<file path="src/rtl/wfs_pkg.sv">
package wfs_pkg;

  typedef enum logic [2:0] {
    S_IDLE, S_HUNT, S_GAP, S_PRE, S_MARK, S_DATA, S_CRC, S_TAIL
  } slot_e;

  typedef enum logic [2:0] {
    SRC_ZERO = 3'd0,
    SRC_MARK = 3'd1,
    SRC_DATA = 3'd2,
    SRC_CRC  = 3'd3,
    SRC_FILL = 3'd4
  } src_e;

  // Selector 0..3 maps to mark bytes FB..F8.
  function automatic logic [7:0] mark_code(input logic [1:0] sel);
    return 8'hFB - {6'd0, sel};
  endfunction

  // First CRC slot carries the high byte.
  function automatic logic [7:0] crc_pick(input logic [15:0] crc, input logic second);
    return second ? crc[7:0] : crc[15:8];
  endfunction

endpackage

</file>
<file path="src/rtl/wfs_slot_ctl.sv">
module wfs_slot_ctl
  import wfs_pkg::*;
#(
  parameter int GAP_BYTES  = 11,
  parameter int PRE_BYTES  = 6,
  parameter int DATA_BYTES = 128,
  parameter int CW         = 8
) (
  input  logic          clk,
  input  logic          rst_n,
  input  logic          cmd_go,
  input  logic [1:0]    mark_sel,
  input  logic          multi,
  input  logic          id_found,
  input  logic          byte_tick,
  input  logic          ready,
  output slot_e         st,
  output logic [CW-1:0] cnt,
  output logic [1:0]    mark_q,
  output logic          busy,
  output logic          wgate,
  output logic          irq,
  output logic          next_sec,
  output logic          ev_arm,
  output logic          ev_take,
  output logic          ev_more,
  output logic          ev_abort
);

  logic multi_q;
  logic last;

  always_comb begin
    unique case (st)
      S_GAP:   last = (cnt == CW'(GAP_BYTES - 1));
      S_PRE:   last = (cnt == CW'(PRE_BYTES - 1));
      S_DATA:  last = (cnt == CW'(DATA_BYTES - 1));
      S_CRC:   last = (cnt == CW'(1));
      default: last = 1'b1;
    endcase
  end

  assign ev_arm   = (st == S_HUNT) && id_found && !cmd_go;
  assign ev_abort = (st == S_GAP) && byte_tick && last && !ready && !cmd_go;
  assign ev_take  = byte_tick && !cmd_go &&
                    ((st == S_MARK) || ((st == S_DATA) && !last));
  assign ev_more  = (st == S_MARK) ? (DATA_BYTES > 1) : ((int'(cnt) + 2) < DATA_BYTES);

  always_ff @(posedge clk) begin
    if (!rst_n) begin
      st       <= S_IDLE;
      cnt      <= '0;
      mark_q   <= '0;
      multi_q  <= 1'b0;
      busy     <= 1'b0;
      wgate    <= 1'b0;
      irq      <= 1'b0;
      next_sec <= 1'b0;
    end else begin
      irq      <= 1'b0;
      next_sec <= 1'b0;
      if (cmd_go) begin
        st      <= S_HUNT;
        cnt     <= '0;
        mark_q  <= mark_sel;
        multi_q <= multi;
        busy    <= 1'b1;
        wgate   <= 1'b0;
      end else begin
        unique case (st)
          S_HUNT: if (id_found) begin
            st  <= S_GAP;
            cnt <= '0;
          end
          S_GAP: if (byte_tick) begin
            if (!last) cnt <= cnt + 1'b1;
            else if (ready) begin
              st    <= S_PRE;
              cnt   <= '0;
              wgate <= 1'b1;
            end else begin
              st   <= S_IDLE;
              busy <= 1'b0;
              irq  <= 1'b1;
            end
          end
          S_PRE, S_DATA, S_CRC: if (byte_tick) begin
            if (!last) cnt <= cnt + 1'b1;
            else begin
              cnt <= '0;
              st  <= (st == S_PRE) ? S_MARK : (st == S_DATA) ? S_CRC : S_TAIL;
            end
          end
          S_MARK: if (byte_tick) begin
            st  <= S_DATA;
            cnt <= '0;
          end
          S_TAIL: if (byte_tick) begin
            wgate <= 1'b0;
            cnt   <= '0;
            if (multi_q) begin
              st       <= S_HUNT;
              next_sec <= 1'b1;
            end else begin
              st   <= S_IDLE;
              busy <= 1'b0;
              irq  <= 1'b1;
            end
          end
          default: ;
        endcase
      end
    end
  end

  p_abort_quiet_r3: assert property (@(posedge clk) disable iff (!rst_n)
    ev_abort |=> (!wgate && !busy && irq));

  p_wg_start_r4: assert property (@(posedge clk) disable iff (!rst_n)
    $rose(wgate) |-> (st == S_PRE && cnt == '0));

  p_wg_busy_r9: assert property (@(posedge clk) disable iff (!rst_n)
    wgate |-> busy);

  p_irq_single_r10: assert property (@(posedge clk) disable iff (!rst_n)
    irq |=> !irq);

  p_restart_hunt_r10: assert property (@(posedge clk) disable iff (!rst_n)
    next_sec |-> (st == S_HUNT && busy && !wgate && !irq));

endmodule

</file>
<file path="src/rtl/wfs_hold_buf.sv">
module wfs_hold_buf (
  input  logic       clk,
  input  logic       rst_n,
  input  logic       cmd_go,
  input  logic       arm,
  input  logic       take,
  input  logic       more,
  input  logic       abort,
  input  logic       host_ld,
  input  logic [7:0] host_data,
  output logic       ready,
  output logic       drq,
  output logic       lost,
  output logic [7:0] cur_byte
);

  logic [7:0] hold;

  assign ready = !drq || host_ld;

  always_ff @(posedge clk) begin
    if (!rst_n) begin
      hold     <= '0;
      cur_byte <= '0;
      drq      <= 1'b0;
      lost     <= 1'b0;
    end else begin
      if (host_ld) begin
        hold <= host_data;
        drq  <= 1'b0;
      end
      if (cmd_go) begin
        drq  <= 1'b0;
        lost <= 1'b0;
      end
      if (arm) drq <= 1'b1;
      if (take) begin
        cur_byte <= host_ld ? host_data : (drq ? 8'h00 : hold);
        if (!ready) lost <= 1'b1;
        drq <= more;
      end
      if (abort) begin
        lost <= 1'b1;
        drq  <= 1'b0;
      end
    end
  end

  p_miss_lost_r7: assert property (@(posedge clk) disable iff (!rst_n)
    (take && !ready) |=> lost);

  p_ld_clears_r6: assert property (@(posedge clk) disable iff (!rst_n)
    (host_ld && !take && !arm && !cmd_go) |=> !drq);

  p_take_request_r6: assert property (@(posedge clk) disable iff (!rst_n)
    (take && more) |=> drq);

endmodule

</file>
<file path="src/rtl/wfs_byte_mux.sv">
module wfs_byte_mux
  import wfs_pkg::*;
#(
  parameter int CW = 8
) (
  input  logic          clk,
  input  logic          rst_n,
  input  slot_e         st,
  input  logic [CW-1:0] cnt,
  input  logic [1:0]    mark_q,
  input  logic [7:0]    cur_byte,
  input  logic [15:0]   crc_val,
  output logic [7:0]    out_byte,
  output logic [2:0]    src_sel
);

  src_e src;

  always_comb begin
    unique case (st)
      S_MARK: begin src = SRC_MARK; out_byte = mark_code(mark_q); end
      S_DATA: begin src = SRC_DATA; out_byte = cur_byte; end
      S_CRC:  begin src = SRC_CRC;  out_byte = crc_pick(crc_val, cnt[0]); end
      S_TAIL: begin src = SRC_FILL; out_byte = 8'hFF; end
      default: begin src = SRC_ZERO; out_byte = 8'h00; end
    endcase
  end

  assign src_sel = src;

  p_mark_form_r5: assert property (@(posedge clk) disable iff (!rst_n)
    (src_sel == 3'd1) |-> (out_byte[7:2] == 6'b111110));

  p_zero_slot_r4: assert property (@(posedge clk) disable iff (!rst_n)
    (st == S_PRE) |-> (out_byte == 8'h00 && src_sel == 3'd0));

endmodule

</file>
<file path="src/rtl/wfield_seq.sv">
module wfield_seq
  import wfs_pkg::*;
#(
  parameter int GAP_BYTES  = 11,
  parameter int PRE_BYTES  = 6,
  parameter int DATA_BYTES = 128
) (
  input  logic        clk,
  input  logic        rst_n,
  input  logic        cmd_go,
  input  logic [1:0]  mark_sel,
  input  logic        multi,
  input  logic        id_found,
  input  logic        byte_tick,
  input  logic        host_ld,
  input  logic [7:0]  host_data,
  input  logic [15:0] crc_val,
  output logic        wgate,
  output logic [2:0]  src_sel,
  output logic [7:0]  out_byte,
  output logic        drq,
  output logic        lost_data,
  output logic        busy,
  output logic        irq,
  output logic        next_sec
);

  localparam int MAXC = (DATA_BYTES > GAP_BYTES) ?
                        ((DATA_BYTES > PRE_BYTES) ? DATA_BYTES : PRE_BYTES) :
                        ((GAP_BYTES > PRE_BYTES) ? GAP_BYTES : PRE_BYTES);
  localparam int CW = $clog2(MAXC + 1);

  slot_e         st;
  logic [CW-1:0] cnt;
  logic [1:0]    mark_q;
  logic          ev_arm, ev_take, ev_more, ev_abort, ready;
  logic [7:0]    cur_byte;

  wfs_slot_ctl #(
    .GAP_BYTES(GAP_BYTES), .PRE_BYTES(PRE_BYTES),
    .DATA_BYTES(DATA_BYTES), .CW(CW)
  ) u_ctl (
    .clk(clk), .rst_n(rst_n), .cmd_go(cmd_go), .mark_sel(mark_sel),
    .multi(multi), .id_found(id_found), .byte_tick(byte_tick), .ready(ready),
    .st(st), .cnt(cnt), .mark_q(mark_q), .busy(busy), .wgate(wgate),
    .irq(irq), .next_sec(next_sec), .ev_arm(ev_arm), .ev_take(ev_take),
    .ev_more(ev_more), .ev_abort(ev_abort)
  );

  wfs_hold_buf u_buf (
    .clk(clk), .rst_n(rst_n), .cmd_go(cmd_go), .arm(ev_arm), .take(ev_take),
    .more(ev_more), .abort(ev_abort), .host_ld(host_ld), .host_data(host_data),
    .ready(ready), .drq(drq), .lost(lost_data), .cur_byte(cur_byte)
  );

  wfs_byte_mux #(.CW(CW)) u_mux (
    .clk(clk), .rst_n(rst_n), .st(st), .cnt(cnt), .mark_q(mark_q),
    .cur_byte(cur_byte), .crc_val(crc_val), .out_byte(out_byte), .src_sel(src_sel)
  );

  p_idle_quiet_r11: assert property (@(posedge clk) disable iff (!rst_n)
    (!busy && !cmd_go) |=> (!drq && !wgate));

endmodule

</file>
<file path="config.mk">
export PLATFORM = sky130hd
export DESIGN_NAME = wfield_seq
export DESIGN_NICKNAME = d
export VERILOG_FILES = /design/src/rtl/wfs_pkg.sv /design/src/rtl/wfs_slot_ctl.sv /design/src/rtl/wfs_hold_buf.sv /design/src/rtl/wfs_byte_mux.sv /design/src/rtl/wfield_seq.sv
export SDC_FILE = /design/constraint.sdc
export NUM_CORES = 1
export LEC_CHECK = 0
export ABC_AREA = 1
export BUFFER_PORTS_ARGS = -buffer_cell sky130_fd_sc_hd__buf_2
export CORE_UTILIZATION = 51
export DETAILED_ROUTE_END_ITERATION = 7
export PLACE_DENSITY = 0.77
export SYNTH_ARGS = -nofsm -noshare
export SYNTH_HDL_FRONTEND = slang
export SYNTH_SLANG_ARGS = --single-unit
</file>
<file path="constraint.sdc">
create_clock -name clk -period 1.7 [get_ports clk]
set_input_delay 0.085 -clock clk [delete_from_list [all_inputs] [get_ports clk]]
set_output_delay 0.085 -clock clk [all_outputs]
set_load 0.03 [all_outputs]
</file>
==> reports/results.txt <==
Summed over all cells, the static leakage comes to 1.31 nW. Of all nets on the critical path, the largest fanout is 7. Number of sinks driven by the clock tree: 36. The horizontal extent of the die is 67.8 µm, and the vertical die dimension is 67.8 µm. For the HPWL after detailed placement, the log shows 4140 µm. The checks that failed: setup timing.

In this run the mean area of a mapped cell was 7.10 µm². The maximum clock insertion buffer count is 2. Placer congestion estimate: 0.948. The number of nets handed over by synthesis was 345. The buffer cell driving the clock tree root is sky130_fd_sc_hd__clkbuf_8.

For the worst setup skew after layout, the log shows 3.48 ps. In this run, the combinational gates consume 12.0% of the power. The number of buffer cells added on primary ports was 49. The multiplexer fraction of the synthesized cell area works out to 0%. The slew at the pin closest to its max-slew limit works out to 469 ps. The combined area of all synthesized cells came out at 2210 µm². During synthesis, Yosys emitted a total of 0 warnings. The die covers 4590 µm². The first global-routing pass estimated 9070 µm of wire. The worst IR drop on VDD is 632 µV, and the number of enable flip-flop cells after synthesis is 0.

The total count of max-transition violations in the final report came out at 0. By area, the combinational part of the netlist is dominated by simple AND/OR/NAND/NOR gates. The register bit total from synthesis was 36. The type of element launching the critical path was a flop.

The most common cell in the synthesized netlist is sky130_fd_sc_hd__nand2_1. The sequential share of the synthesized area came out at 32.7%. The tools report the number of buffers created by CTS as 5.

The logs give 0 for the final hold violation count and 7 for the number of detailed-route iterations in the first pass. The share of the synthesized area in the top cell type was 32.7%; the worst path arrival time was 1890 ps. Entering global routing, the biggest net connects 21 pins. The final critical path takes up 101% of the cycle. After the first detailed-routing iteration, the DRC count stood at 198.

Summed over all layers, the routed wires come to 6090 µm. The tightest min-delay check is of the primary input to flop type. The average routed wire per standard cell was 13.9 µm; the worst slew slack as a fraction of its limit was 68.6%. Maximum level of the CTS H-tree: 2. The number of antenna repair diodes was 0; the highest clock frequency the design can meet was 583 MHz. The post-detailed-route via-to-cell ratio works out to 5.44. The xor/xnor share of the synthesized area is 0.397%, and the simple-gate share of the synthesized area is 38.3%. Setup violations remaining at the end of the flow were counted as 4. The total area inside the core boundary comes to 4090 µm². Power spread over the standard cell area amounts to 728 nW/µm². Summed over all layers, the global routing overflow is 0. The clock period minus worst slack works out to 1710 ps.

Summed over all instances, the cell type with the most area after synthesis is sky130_fd_sc_hd__dfxtp_1. After technology mapping, the gate count stands at 311. The register share of total power was 39.8%.

The global routing usage summed across all routing layers was 26.5%; the area share of fa/ha/maj cells after synthesis was 0.567%. The initial standard-cell utilization of the core was 54.0%; the initial antenna violation count was 0. The run finished, with violations left. The number of hold buffers added after CTS was 0. In this run the remaining antenna-violating nets after routing total 0.

By area the synthesized netlist is led by sky130_fd_sc_hd__dfxtp_1 33%, sky130_fd_sc_hd__nand2_1 12%, sky130_fd_sc_hd__nor2_1 6.8%. TritonCTS built the clock tree. Data on the critical path is required at its endpoint by 1880 ps. OpenSTA, run right after detailed placement, puts the worst setup slack at -84.4 ps. Summing internal, switching and leakage power gives 2.20 mW. For this block, the via count after detailed routing is 2387. The ratio of cells with drive above 1 in the final layout came out at 40.4%.

Internal cell power: 1.70 mW. The synthesized netlist contains 38 unique library cells. The commonest cells after synthesis are 69 x sky130_fd_sc_hd__nand2_1, 40 x sky130_fd_sc_hd__nor2_1, 36 x sky130_fd_sc_hd__dfxtp_1.

The clock network latency to the later pin of the worst-skew pair was 290 ps. Summing the areas of all compound-gate instances in the mapped netlist gives 19.4% of the synthesized area. The share of flip-flops with an asynchronous set or reset after synthesis works out to 0%. The worst setup path is of the flop to flop kind.

The analysis attributes to net switching a power of 495 µW. Area growth from synthesis to layout: 36.6%. The most common flop cell mapped by yosys is sky130_fd_sc_hd__dfxtp_1.

The sort of element at the end of the critical path is a flop. For the via count of the first global-routing pass, the log shows 2055. After clock tree synthesis, the clock-pin slew on the worst setup and hold paths is 80 ps.

The share of total power in the clock network was 48.2%. Net switching is 22.6% of the power. The number of placed I/O pins came out at 50. Final worst-path setup slack: -15.0 ps. The tool flagged a number of max-cap violations equal to 0.

Setup repair after global routing could not meet its margin everywhere. The tools report the layout net count as 422. The floorplan has 23 rows. After detailed routing, the number of remaining DRC violations is 0.
-- sequential cells by signal, summed over array words and instances (netlist names) --
| signal | cells |
|---|---|
| u_buf.cur_byte | 8 |
| u_buf.hold | 8 |
| u_ctl.cnt | 8 |
| u_ctl.st | 3 |
| u_ctl.mark_q | 2 |
| u_buf.drq | 1 |
| u_buf.lost | 1 |
| u_ctl.busy | 1 |
| u_ctl.irq | 1 |
| u_ctl.multi_q | 1 |
| u_ctl.next_sec | 1 |
| u_ctl.wgate | 1 |
-- area by class of cell --
cell class                      instances  area, µm²
Clock inverter                          3       90.1
Clock buffer                            5       68.8
Inverter                               31        134
Multi-Input combinational cell        235       1440
Sequential cell                        36        732
Timing Repair Buffer                   79        490
Tap cell                               50       62.6
Fill cell                             320       1070
-- final timing paths --
kind	from	to	slack (ps)	cells past startpoint
max	u_ctl.st[1]	u_ctl.cnt[6]	-10	11
min	mark_sel[0]	u_ctl.mark_q[0]	20	3
max reg2reg	u_ctl.st[1]	u_ctl.cnt[6]	-10	11
min reg2reg	u_ctl.wgate	u_ctl.wgate	460	2
-- cell families (layout without fill, tap and decap cells) --
group | after synthesis | count (layout)
DFF | 36 | 36
and+or+nand+nor | 166 | 168
adders and majority gates | 1 | 1
buffers and inverters | 42 | 118
xor gates and xnor gates | 1 | 1
AOI/OAI and AO/OA | 65 | 65
-- cell usage in the layout, fill, tap and decap left out, types with 4 or more instances in the layout --
cell / synthesis / routed
sky130_fd_sc_hd__a21boi_0: 6 / 6
sky130_fd_sc_hd__inv_1: 24 / 20
sky130_fd_sc_hd__nand3_2: 4 / 4
sky130_fd_sc_hd__nand3_4: 2 / 4
sky130_fd_sc_hd__nand3_1: 21 / 19
sky130_fd_sc_hd__nor2_4: 2 / 5
sky130_fd_sc_hd__buf_2: 2 / 44
sky130_fd_sc_hd__a21oi_1: 26 / 24
sky130_fd_sc_hd__nand2_1: 69 / 62
sky130_fd_sc_hd__inv_2: 5 / 7
sky130_fd_sc_hd__o21ai_0: 9 / 7
sky130_fd_sc_hd__dfxtp_1: 36 / 33
sky130_fd_sc_hd__nor2_1: 40 / 37
sky130_fd_sc_hd__clkbuf_8: 0 / 5
sky130_fd_sc_hd__nand2_4: 3 / 5
sky130_fd_sc_hd__nand2_2: 11 / 16
sky130_fd_sc_hd__buf_4: 0 / 32
sky130_fd_sc_hd__nand4_1: 6 / 6
sky130_fd_sc_hd__a21oi_2: 8 / 10
-- power groups by stage --
| stage | logic (mW) | registers [mW] | clock network, mW |
|---|---|---|---|
| detailed placement | 0.224 | 0.898 | 0 |
| CTS | 0.233 | 0.874 | 1.07 |
| global route | 0.287 | 0.877 | 1.10 |
| floorplan | 0.140 | 0.895 | 0 |
| finish | 0.263 | 0.874 | 1.06 |
| global placement | 0.222 | 0.897 | 0 |
-- metal layers --
layer | GRT usage [%] | up-vias | wire length (µm)
met4 | 9.90 | 0 | 168
met1 | 32.5 | 1076 | 2410
met5 | 0 | - | 0
met2 | 45.5 | 109 | 3120
li1 | - | 1181 | -
met3 | 5.07 | 21 | 390
-- worst max-delay path, cell delays in order, from the launching register on --
cell and delay, ps:
sky130_fd_sc_hd__dfxtp_4 360, sky130_fd_sc_hd__buf_6 120, sky130_fd_sc_hd__inv_8 50, sky130_fd_sc_hd__nand3_4 120, sky130_fd_sc_hd__nand3_2 110, sky130_fd_sc_hd__nand2_1 60
sky130_fd_sc_hd__nand2_1 170, sky130_fd_sc_hd__nand3_4 130, sky130_fd_sc_hd__nand2_4 130, sky130_fd_sc_hd__inv_4 40, sky130_fd_sc_hd__o21ai_4 220, sky130_fd_sc_hd__a21oi_1 70
-- per-stage QoR --
stage	TNS, ps	utilization [%]	hold WS (ps)	instances	cell area (µm²)
floorplan	0	-	183	311	2210
global placement	-55.0	64.5	327	423	2640
detailed placement	-1070	64.5	332	423	2640
CTS	0	69.5	21.6	433	2840
global route	-1210	73.8	41.0	439	3010
finish	-36.7	73.8	19.6	439	3010
-- repair_timing --
| item | CTS | global route |
|---|---|---|
| pin swaps | 1 | 15 |
| buffers inserted | 2 | 4 |
| cloned | 0 | 2 |
| resized for setup | 14 | 34 |
| endpoints found under the setup margin | 31 | 27 |
Note: power is estimated with default switching activity, not from simulation.
